File: config.mk
export PLATFORM = sky130hd
export DESIGN_NAME = trs_sync_inserter
export DESIGN_NICKNAME = d
export VERILOG_FILES = /design/src/rtl/trs_sync_pkg.sv /design/src/rtl/trs_word_window.sv /design/src/rtl/trs_sync_decide.sv /design/src/rtl/trs_sync_inserter.sv
export SDC_FILE = /design/constraint.sdc
export NUM_CORES = 1
export LEC_CHECK = 0
export BUFFER_PORTS_ARGS = -buffer_cell sky130_fd_sc_hd__buf_4
export CORE_MARGIN = 5
export CORE_UTILIZATION = 30
export CTS_BUF_LIST = sky130_fd_sc_hd__clkbuf_4 sky130_fd_sc_hd__clkbuf_8
export CTS_CLUSTER_SIZE = 14
export DETAILED_ROUTE_END_ITERATION = 8
export MAX_ROUTING_LAYER = met4
export PLACE_DENSITY = 0.57
export RECOVER_POWER = 25
export SETUP_SLACK_MARGIN = 0.02
export SLEW_MARGIN = 20
export SYNTH_ARGS = -nofsm -noshare
export SYNTH_HDL_FRONTEND = slang
export SYNTH_HIERARCHICAL = 1
export SYNTH_SLANG_ARGS = --single-unit
File: constraint.sdc
create_clock -name clk -period 1.8 [get_ports clk]
set_clock_uncertainty 0.15 [all_clocks]
set_input_delay 0.18 -clock clk [delete_from_list [all_inputs] [get_ports clk]]
set_output_delay 0.18 -clock clk [all_outputs]
set_load 0.02 [all_outputs]
File: src/rtl/trs_sync_pkg.sv
package trs_sync_pkg;

   typedef enum logic [1:0] {
      RATE_SD  = 2'b00,
      RATE_3G  = 2'b01,
      RATE_6G  = 2'b10,
      RATE_12G = 2'b11
   } rate_e;

   // sync codes placed in the two low bits of a modified word
   localparam logic [1:0] SYNC_ONES  = 2'b01;
   localparam logic [1:0] SYNC_ZEROS = 2'b10;

   function automatic logic rate_inserts(input logic [1:0] r);
      return (r == RATE_6G) || (r == RATE_12G);
   endfunction

endpackage

File: src/rtl/trs_word_window.sv
module trs_word_window #(
   parameter int W     = 10,
   parameter int AHEAD = 2,
   parameter int BEHIND = 2
) (
   input  logic             clk,
   input  logic             rst,
   input  logic             adv,
   input  logic [W-1:0]     din,
   output logic [W-1:0]     wd [AHEAD+BEHIND+1],
   output logic             wv [AHEAD+BEHIND+1]
);
   localparam int SLOTS = AHEAD + BEHIND + 1;

   // slot 0 newest; slot AHEAD is the word being decided
   generate
      for (genvar k = 0; k < SLOTS; k++) begin : g_slot
         always_ff @(posedge clk) begin
            if (rst) begin
               wd[k] <= '0;
               wv[k] <= 1'b0;
            end else if (adv) begin
               if (k == 0) begin
                  wd[k] <= din;
                  wv[k] <= 1'b1;
               end else begin
                  wd[k] <= wd[(k == 0) ? 0 : k-1];
                  wv[k] <= wv[(k == 0) ? 0 : k-1];
               end
            end
         end
      end
   endgenerate

endmodule

File: src/rtl/trs_sync_decide.sv
module trs_sync_decide
   import trs_sync_pkg::*;
#(
   parameter int W            = 10,
   parameter bit KEEP_PREAMBLE = 1'b1
) (
   input  logic             en,
   // n2: two ahead, n1: one ahead, x: current, p1/p2: behind
   input  logic [W-1:0]     n2, n1, x, p1, p2,
   input  logic             n2v, n1v, xv, p1v, p2v,
   output logic [W-1:0]     y
);
   localparam logic [W-1:0] ONES  = {W{1'b1}};
   localparam logic [W-1:0] ZEROS = '0;

   logic is1, is0, in_run, keep;

   always_comb begin
      is1    = xv && (x == ONES);
      is0    = xv && (x == ZEROS);
      in_run = (is1 || is0) && ((p1v && p1 == x) || (n1v && n1 == x));
   end

   generate
      if (KEEP_PREAMBLE) begin : g_keep
         logic head, mid, tail;
         always_comb begin
            head = is1 && n1v && n2v && (n1 == ZEROS) && (n2 == ZEROS);
            mid  = is0 && p1v && n1v && (p1 == ONES) && (n1 == ZEROS);
            tail = is0 && p1v && p2v && (p2 == ONES) && (p1 == ZEROS);
            keep = head || mid || tail;
         end
      end else begin : g_nokeep
         always_comb keep = 1'b0;
      end
   endgenerate

   always_comb begin
      y = x;
      if (en && in_run && !keep)
         y[1:0] = is1 ? SYNC_ONES : SYNC_ZEROS;
   end

endmodule

File: src/rtl/trs_sync_inserter.sv
module trs_sync_inserter
   import trs_sync_pkg::*;
#(
   parameter int W = 10
) (
   input  logic         clk,
   input  logic         rst,
   input  logic [1:0]   rate_sel,
   input  logic         in_valid,
   input  logic [W-1:0] in_data,
   output logic         out_valid,
   output logic [W-1:0] out_data
);
   localparam int AHEAD  = 2;
   localparam int BEHIND = 2;
   localparam int SLOTS  = AHEAD + BEHIND + 1;
   localparam int CUR    = AHEAD;

   generate
      if (W < 3) begin : g_bad_width
         $error("trs_sync_inserter: W must be at least 3");
      end
   endgenerate

   logic [W-1:0] wd [SLOTS];
   logic         wv [SLOTS];
   logic [W-1:0] dec_word;

   trs_word_window #(.W(W), .AHEAD(AHEAD), .BEHIND(BEHIND)) u_win (
      .clk (clk),
      .rst (rst),
      .adv (in_valid),
      .din (in_data),
      .wd  (wd),
      .wv  (wv)
   );

   trs_sync_decide #(.W(W), .KEEP_PREAMBLE(1'b1)) u_dec (
      .en  (rate_inserts(rate_sel)),
      .n2  (wd[0]), .n1 (wd[1]), .x (wd[CUR]), .p1 (wd[3]), .p2 (wd[4]),
      .n2v (wv[0]), .n1v(wv[1]), .xv(wv[CUR]), .p1v(wv[3]), .p2v(wv[4]),
      .y   (dec_word)
   );

   always_ff @(posedge clk) begin
      if (rst) begin
         out_valid <= 1'b0;
         out_data  <= '0;
      end else if (in_valid && wv[CUR]) begin
         out_valid <= 1'b1;
         out_data  <= dec_word;
      end else begin
         out_valid <= 1'b0;
         out_data  <= '0;
      end
   end

   // first edge after reset shows an empty output
   a_r8_reset_empty: assert property (@(posedge clk) disable iff (rst)
      $past(rst) |-> (!out_valid && out_data == '0));

   // an idle input cycle never yields an output word
   a_r7_idle_no_output: assert property (@(posedge clk) disable iff (rst)
      !in_valid |=> !out_valid);

   // only the two low bits may differ from the window word
   a_r3_upper_kept: assert property (@(posedge clk) disable iff (rst)
      (in_valid && wv[CUR]) |=> (out_data[W-1:2] == $past(wd[CUR][W-1:2])));

   // any change is exactly 3FF->3FD or 000->002
   a_r4_change_codes: assert property (@(posedge clk) disable iff (rst)
      (in_valid && wv[CUR]) |=>
         (out_data == $past(wd[CUR])) ||
         ($past(wd[CUR]) == {W{1'b1}} && out_data == {{(W-2){1'b1}}, SYNC_ONES}) ||
         ($past(wd[CUR]) == '0 && out_data == {{(W-2){1'b0}}, SYNC_ZEROS}));

   // low rates pass the word through untouched
   a_r2_bypass: assert property (@(posedge clk) disable iff (rst)
      (in_valid && wv[CUR] && !rate_inserts(rate_sel)) |=> (out_data == $past(wd[CUR])));

endmodule

==> Yosys cells after proc, flatten, opt, wreduce, memory -nomap -nowiden <==
Index checks and enable logic that the tools add are counted.
{ "word_totals": {"ff_bits": 66, "inputBits": 15, "wordCells": 53, "output_inout_bits": 11} }
{ "classes": {"n_eq_ne": 7, "bitwise": 1, "n_reduce_logical": 30, "mux": 3} }
{ "ops": {"columns": ["operator", "count"], "rows": [
  ["10-bit zero test", 4],
  ["10-bit equality test (second input constant)", 3],
  ["10-bit equality test", 2],
  ["1-bit logical AND", 19],
  ["1-bit logical OR", 5],
  ["2-bit equality test (second input constant)", 2],
  ["2-bit two-way mux", 2],
  ["2-bit OR reduction", 1],
  ["1-bit zero test", 1],
  ["1-bit two-way mux", 1],
  ["1-bit inverter", 1]
]} }

==> Logic depth before layout (Yosys ltp) <==
{ "depth": {"ltp_word": 11, "mapped_depth": 7} }

==> By module <==
Netlist, hierarchy kept.
{ "modules_own_cells": {"columns": ["module", "instances", "cells_per_inst", "area_each_um2"], "rows": [
  ["trs_word_window", 1, 177, 1988.2],
  ["trs_sync_decide", 1, 71, 534.3],
  ["trs_sync_inserter", 1, 26, 356.6]
]} }

==> Worst setup path after synthesis <==
OpenSTA, ideal clock, no wires.
{ "synth_timing": {"kind": "flip-flop to flip-flop", "startpoint": "register u_win/wd[25] in the netlist's numbering", "endpoint": "register out_data[1]", "path_stages_with_launch": 7, "t_required_ns": 1.533, "n_path_buf": 0, "setup_slack_ns": -0.004, "arrival_time_ns": 1.537, "path_cell_list": "dfxtp_1 -> nand4_1 -> or3_2 -> o32ai_1 -> a221o_2 -> a21oi_2 -> and4b_1"} }
{ "synth_between": {"elab_chain_cells": 11, "elab_cells_between_ends": 29, "classes_between": "eq/ne (3); mux (2); reduce/logical (24)"} }
{ "synth_lines": {"columns": ["element", "line_no", "text"], "rows": [
  ["start, declared", "trs_word_window.sv:10", "output logic [W-1:0] wd [AHEAD+BEHIND+1],"],
  ["start signal, assigned by index", "trs_word_window.sv:24", "wd[k] <= din;"],
  ["start signal, assigned by index", "trs_word_window.sv:27", "wd[k] <= wd[(k == 0) ? 0 : k-1];"],
  ["10-bit equality test or 10-bit zero test (tied branches)", "trs_sync_decide.sv:19, trs_sync_decide.sv:20", null],
  ["1-bit logical AND (on tied branches)", "trs_sync_decide.sv:19, trs_sync_decide.sv:20", null],
  ["1-bit logical AND (on tied branches)", "trs_sync_decide.sv:28, trs_sync_decide.sv:29, trs_sync_decide.sv:30", null],
  ["1-bit logical AND (on tied branches) (3 in series)", "trs_sync_decide.sv:28, trs_sync_decide.sv:29", null],
  ["1-bit logical OR (2 in series)", "trs_sync_decide.sv:31", "keep = head || mid || tail;"],
  ["1-bit zero test", "trs_sync_decide.sv:40", "if (en && in_run && !keep)"],
  ["1-bit logical AND", "trs_sync_decide.sv:40", null],
  ["2-bit two-way mux *", "trs_sync_decide.sv:40", null],
  ["named net dec_word[1]", "trs_sync_inserter.sv:27", "logic [W-1:0] dec_word;"],
  ["end signal, assigned", "trs_sync_inserter.sv:51", "out_data <= dec_word;"],
  ["end, declared", "trs_sync_inserter.sv:12", "output logic [W-1:0] out_data"]
]} }
The timed path passes the listed nets; every way through them passes the cells marked *.
A chain may end at the register's enable or synchronous reset.

==> Final worst setup path <==
{ "layout_timing": {"startpoint": "register u_win/wd[27] in the netlist's numbering", "endpoint": "register out_data[1]"} }
The elaborated chain is that of the path after synthesis.

==> run_results.csv <==
group,metric,value,unit
place,place_hpwl,4370,um
worst_hold_path,hold_path_class,"in2reg",
power_and_ir_drop,clockPowerShare,43.7,%
sta,final_max_slew_viol_count,0,
synth,yosysSeqAreaShare,45.9,%
clock_network,cts-buffers-inserted,9,
outcome,status,"finished, violations left",
layout,layout.nets,347,
place,port_buffers,24,
floorplanning,initial_utilization,31.0,%
clock_network,path_clk_slew,0.07,ns
setup_path,r2r_cells,6,
outcome,violations,"negative setup slack",
layout,final_area,3710,sq um
sta,totalNegativeSetupSlack,-0.0362,ns
clock_network,h-tree-depth,3,
power_and_ir_drop,p_int,2460,uW
worst_hold_path,min_path_cells,2,
power_and_ir_drop,swShare,22.3,%
floorplanning,die_h,108,um
floorplanning,num_rows,35,
setup_path,criticalPathCategory,"reg2reg",
route,postRouteAntennaNets,0,
setup_path,crit_required,1.89,ns
power_and_ir_drop,netSwitchingPower,706,uW
synth,synth_warnings,6,
sta,post-route-worst-setup-slack,-0.0362,ns
synth,ys_ff_latch,66,
route,drt-total-wl,6320,um
layout,final_cell_count_no_fill,466,
power_and_ir_drop,p_total,3160,uW
clock_network,clk_latency,0.34,ns
synth,syn_area_per_cell,10.5,sq um
layout,drive_above_1_share,30.6,%
clock_network,root_buffer,"clkbuf_8",
route,routedWlPerCell,13.6,um
sta,setup_violations,1,
grt,grt_max_degree,45,
place,dp.cells,438,
synth,postSynth.asyncResetShare,0,%
place,place_congestion,0.944,
sta,post-route-period-util,102,%
grt,global_route.usage.met2,17.0,%
sta,fmax,545,MHz
floorplanning,pin_count,26,
clock_network,cts.sinks,66,
grt,antenna_found_initial,0,
sta,rsz0062_at_grt,"true",
route,dr_total_vias,2098,
setup_path,critPathLaunchType,"flip-flop",
grt,grt_first_pass_wirelength,10800,um
power_and_ir_drop,combinationalPowerShare,8.3,%
clock_network,ctsLongestPathBuffers,2,
grt,grt_use_met1,16.3,%
setup_path,endpoint_kind,"flip-flop",
grt,grt_pass1_vias,2040,
layout,antenna_cells,0,
power_and_ir_drop,p_per_area,853,nW/um^2
synth,synth_nets,289,
floorplanning,core_area,9280,sq um
clock_network,cts_tree,"built",
power_and_ir_drop,leakage,0.00174,uW
synth,synth_enable_flop_cells,0,
layout,area_growth,28.8,%
grt,grt.busiest_layer,"met2",
sta,fin_crit,1.84,ns
route,routed_via_density,4.50,
setup_path,path_max_fanout,6,
sta,hold_viol_final,0,
grt,groute.usage.overall,12.1,%
route,drt_first_pass_iters,4,
route,drc,0,
run,cap_violations,0,
grt,overflow,0,
synth,synthCells,274,
floorplanning,floorplan.die_area,11700,sq um
place,placed_area,3320,sq um
synth,netlist_area,2880,sq um
floorplanning,die_w,108,um
synth,synth_flop_cell,"dfxtp_1",
power_and_ir_drop,vdd_drop_max,446,uV
setup_path,cp.arrival,1.92,ns
grt,globalRouteMet3Util,3.88,%
sta,maxSlewHeadroom,75.4,%
sta,worstMarginPinSlew,0.365,ns
synth,synth.distinct_cells,32,
route,drt_iter0_drc,120,
power_and_ir_drop,seq_power_share,48.1,%
metal layers:
layer / share of wire [%] / vias to the layer above
met1: 50 / 977
met4: 1.1 / 0
met2: 44 / 37
li1: - / 1077
met5: 0 / -
met3: 4.3 / 7
worst max-delay path, cell delays in order, from the launching register on:
cell     delay, ns
dfxtp_2       0.42
nand4_1       0.11
or3_2         0.47
o32ai_1       0.15
a221o_2       0.21
a21oi_2       0.05
and4b_1       0.18
registers in the layout (all words and copies together) (netlist names):
register,flops
out_data,10
u_win/wd,50
out_valid,1
u_win/wv,5
power groups by stage:
stage	clock, uW	sequential (uW)	combinational, uW
final	1380	1520	261
after global routing	1480	1520	285
after CTS	1420	1520	262
after detailed placement	0	1560	233
after global placement	0	1560	232
after floorplan	0	1550	177
final timing paths:
path,slack (ns),end,startpoint
worst min-delay path,0.03,u_win/wd[20]$_SDFFE_PP0P_,rst
worst min register to register,0.34,u_win/wv[4]$_SDFFE_PP0P_,u_win/wv[4]$_SDFFE_PP0P_
worst max register to register,-0.04,out_data[1]$_SDFF_PP0_,u_win/wd[27]$_SDFFE_PP0P_
worst max-delay path,-0.04,out_data[1]$_SDFF_PP0_,u_win/wd[27]$_SDFFE_PP0P_
synthesized netlist by cell type (all sizes together), types with 2 or more instances:
master  number  area share (%)
nor4        10             2.6
and4b       10             3.5
nand4        8             1.7
or4          3            0.78
xor2        20             6.1
buf         22             7.4
dfxtp       66              46
nor2        57             7.4
mux2i       54              19
nor3         3            0.52
nand2        2            0.26
clkbuf       2            0.30
nand3        5            0.87
repair_timing:
| action | CTS | global route |
|---|---|---|
| gates resized for setup | 18 | 3 |
| hold buffers | 10 | 0 |
| pin swaps | 9 | 2 |
| endpoints found under the hold margin | 10 | 0 |
| setup buffers | 2 | 0 |
| endpoints found under the setup margin | 1 | 1 |
layout by cell type (no fill, tap or decap), types with 2 or more instances in the layout:
cell,count
nor4_2,4
clkbuf_8,10
clkinv_2,2
dfxtp_2,9
buf_12,4
buf_4,50
xor2_1,20
and4b_1,9
nand4_1,8
clkbuf_1,4
nand2_1,2
dlygate4sd3_1,10
dfxtp_4,4
nor2_1,57
nand3_1,5
or4_4,2
mux2i_1,54
nor4_1,5
nor3_1,2
bufinv_16,2
dfxtp_1,53
clkbuf_4,5
metrics by stage:
step,hold slack (ns),util [%],worst slack [ns]
after floorplan,0.177,-,0.0377
after global placement,0.263,35.8,-0.0823
after detailed placement,0.271,35.8,-0.112
after CTS,0.00834,39.9,-0.0217
after global routing,0.0302,39.9,-0.109
final,0.0279,39.9,-0.0362
final cells by class:
type,count,area (sq um)
clock buffers,11,145
clock inverters,5,77.6
fillers,941,5580
inverters,1,3.75
multi-input cells,182,1370
flip-flops and latches,66,1350
well taps,129,161
repair buffers,72,601
cells by family (layout without fill, tap and decap cells):
kind of cell / after synthesis / in the layout / share of synthesized area [%]
buffers and inverters: 26 / 89 / 8.17
AOI/OAI and AO/OA: 5 / 5 / 1.61
muxes: 54 / 54 / 18.8
xor gates and xnor gates: 20 / 20 / 6.08
and+or+nand+nor: 103 / 103 / 19.5
DFF: 66 / 66 / 45.9
(Power assumes the default switching activity.)
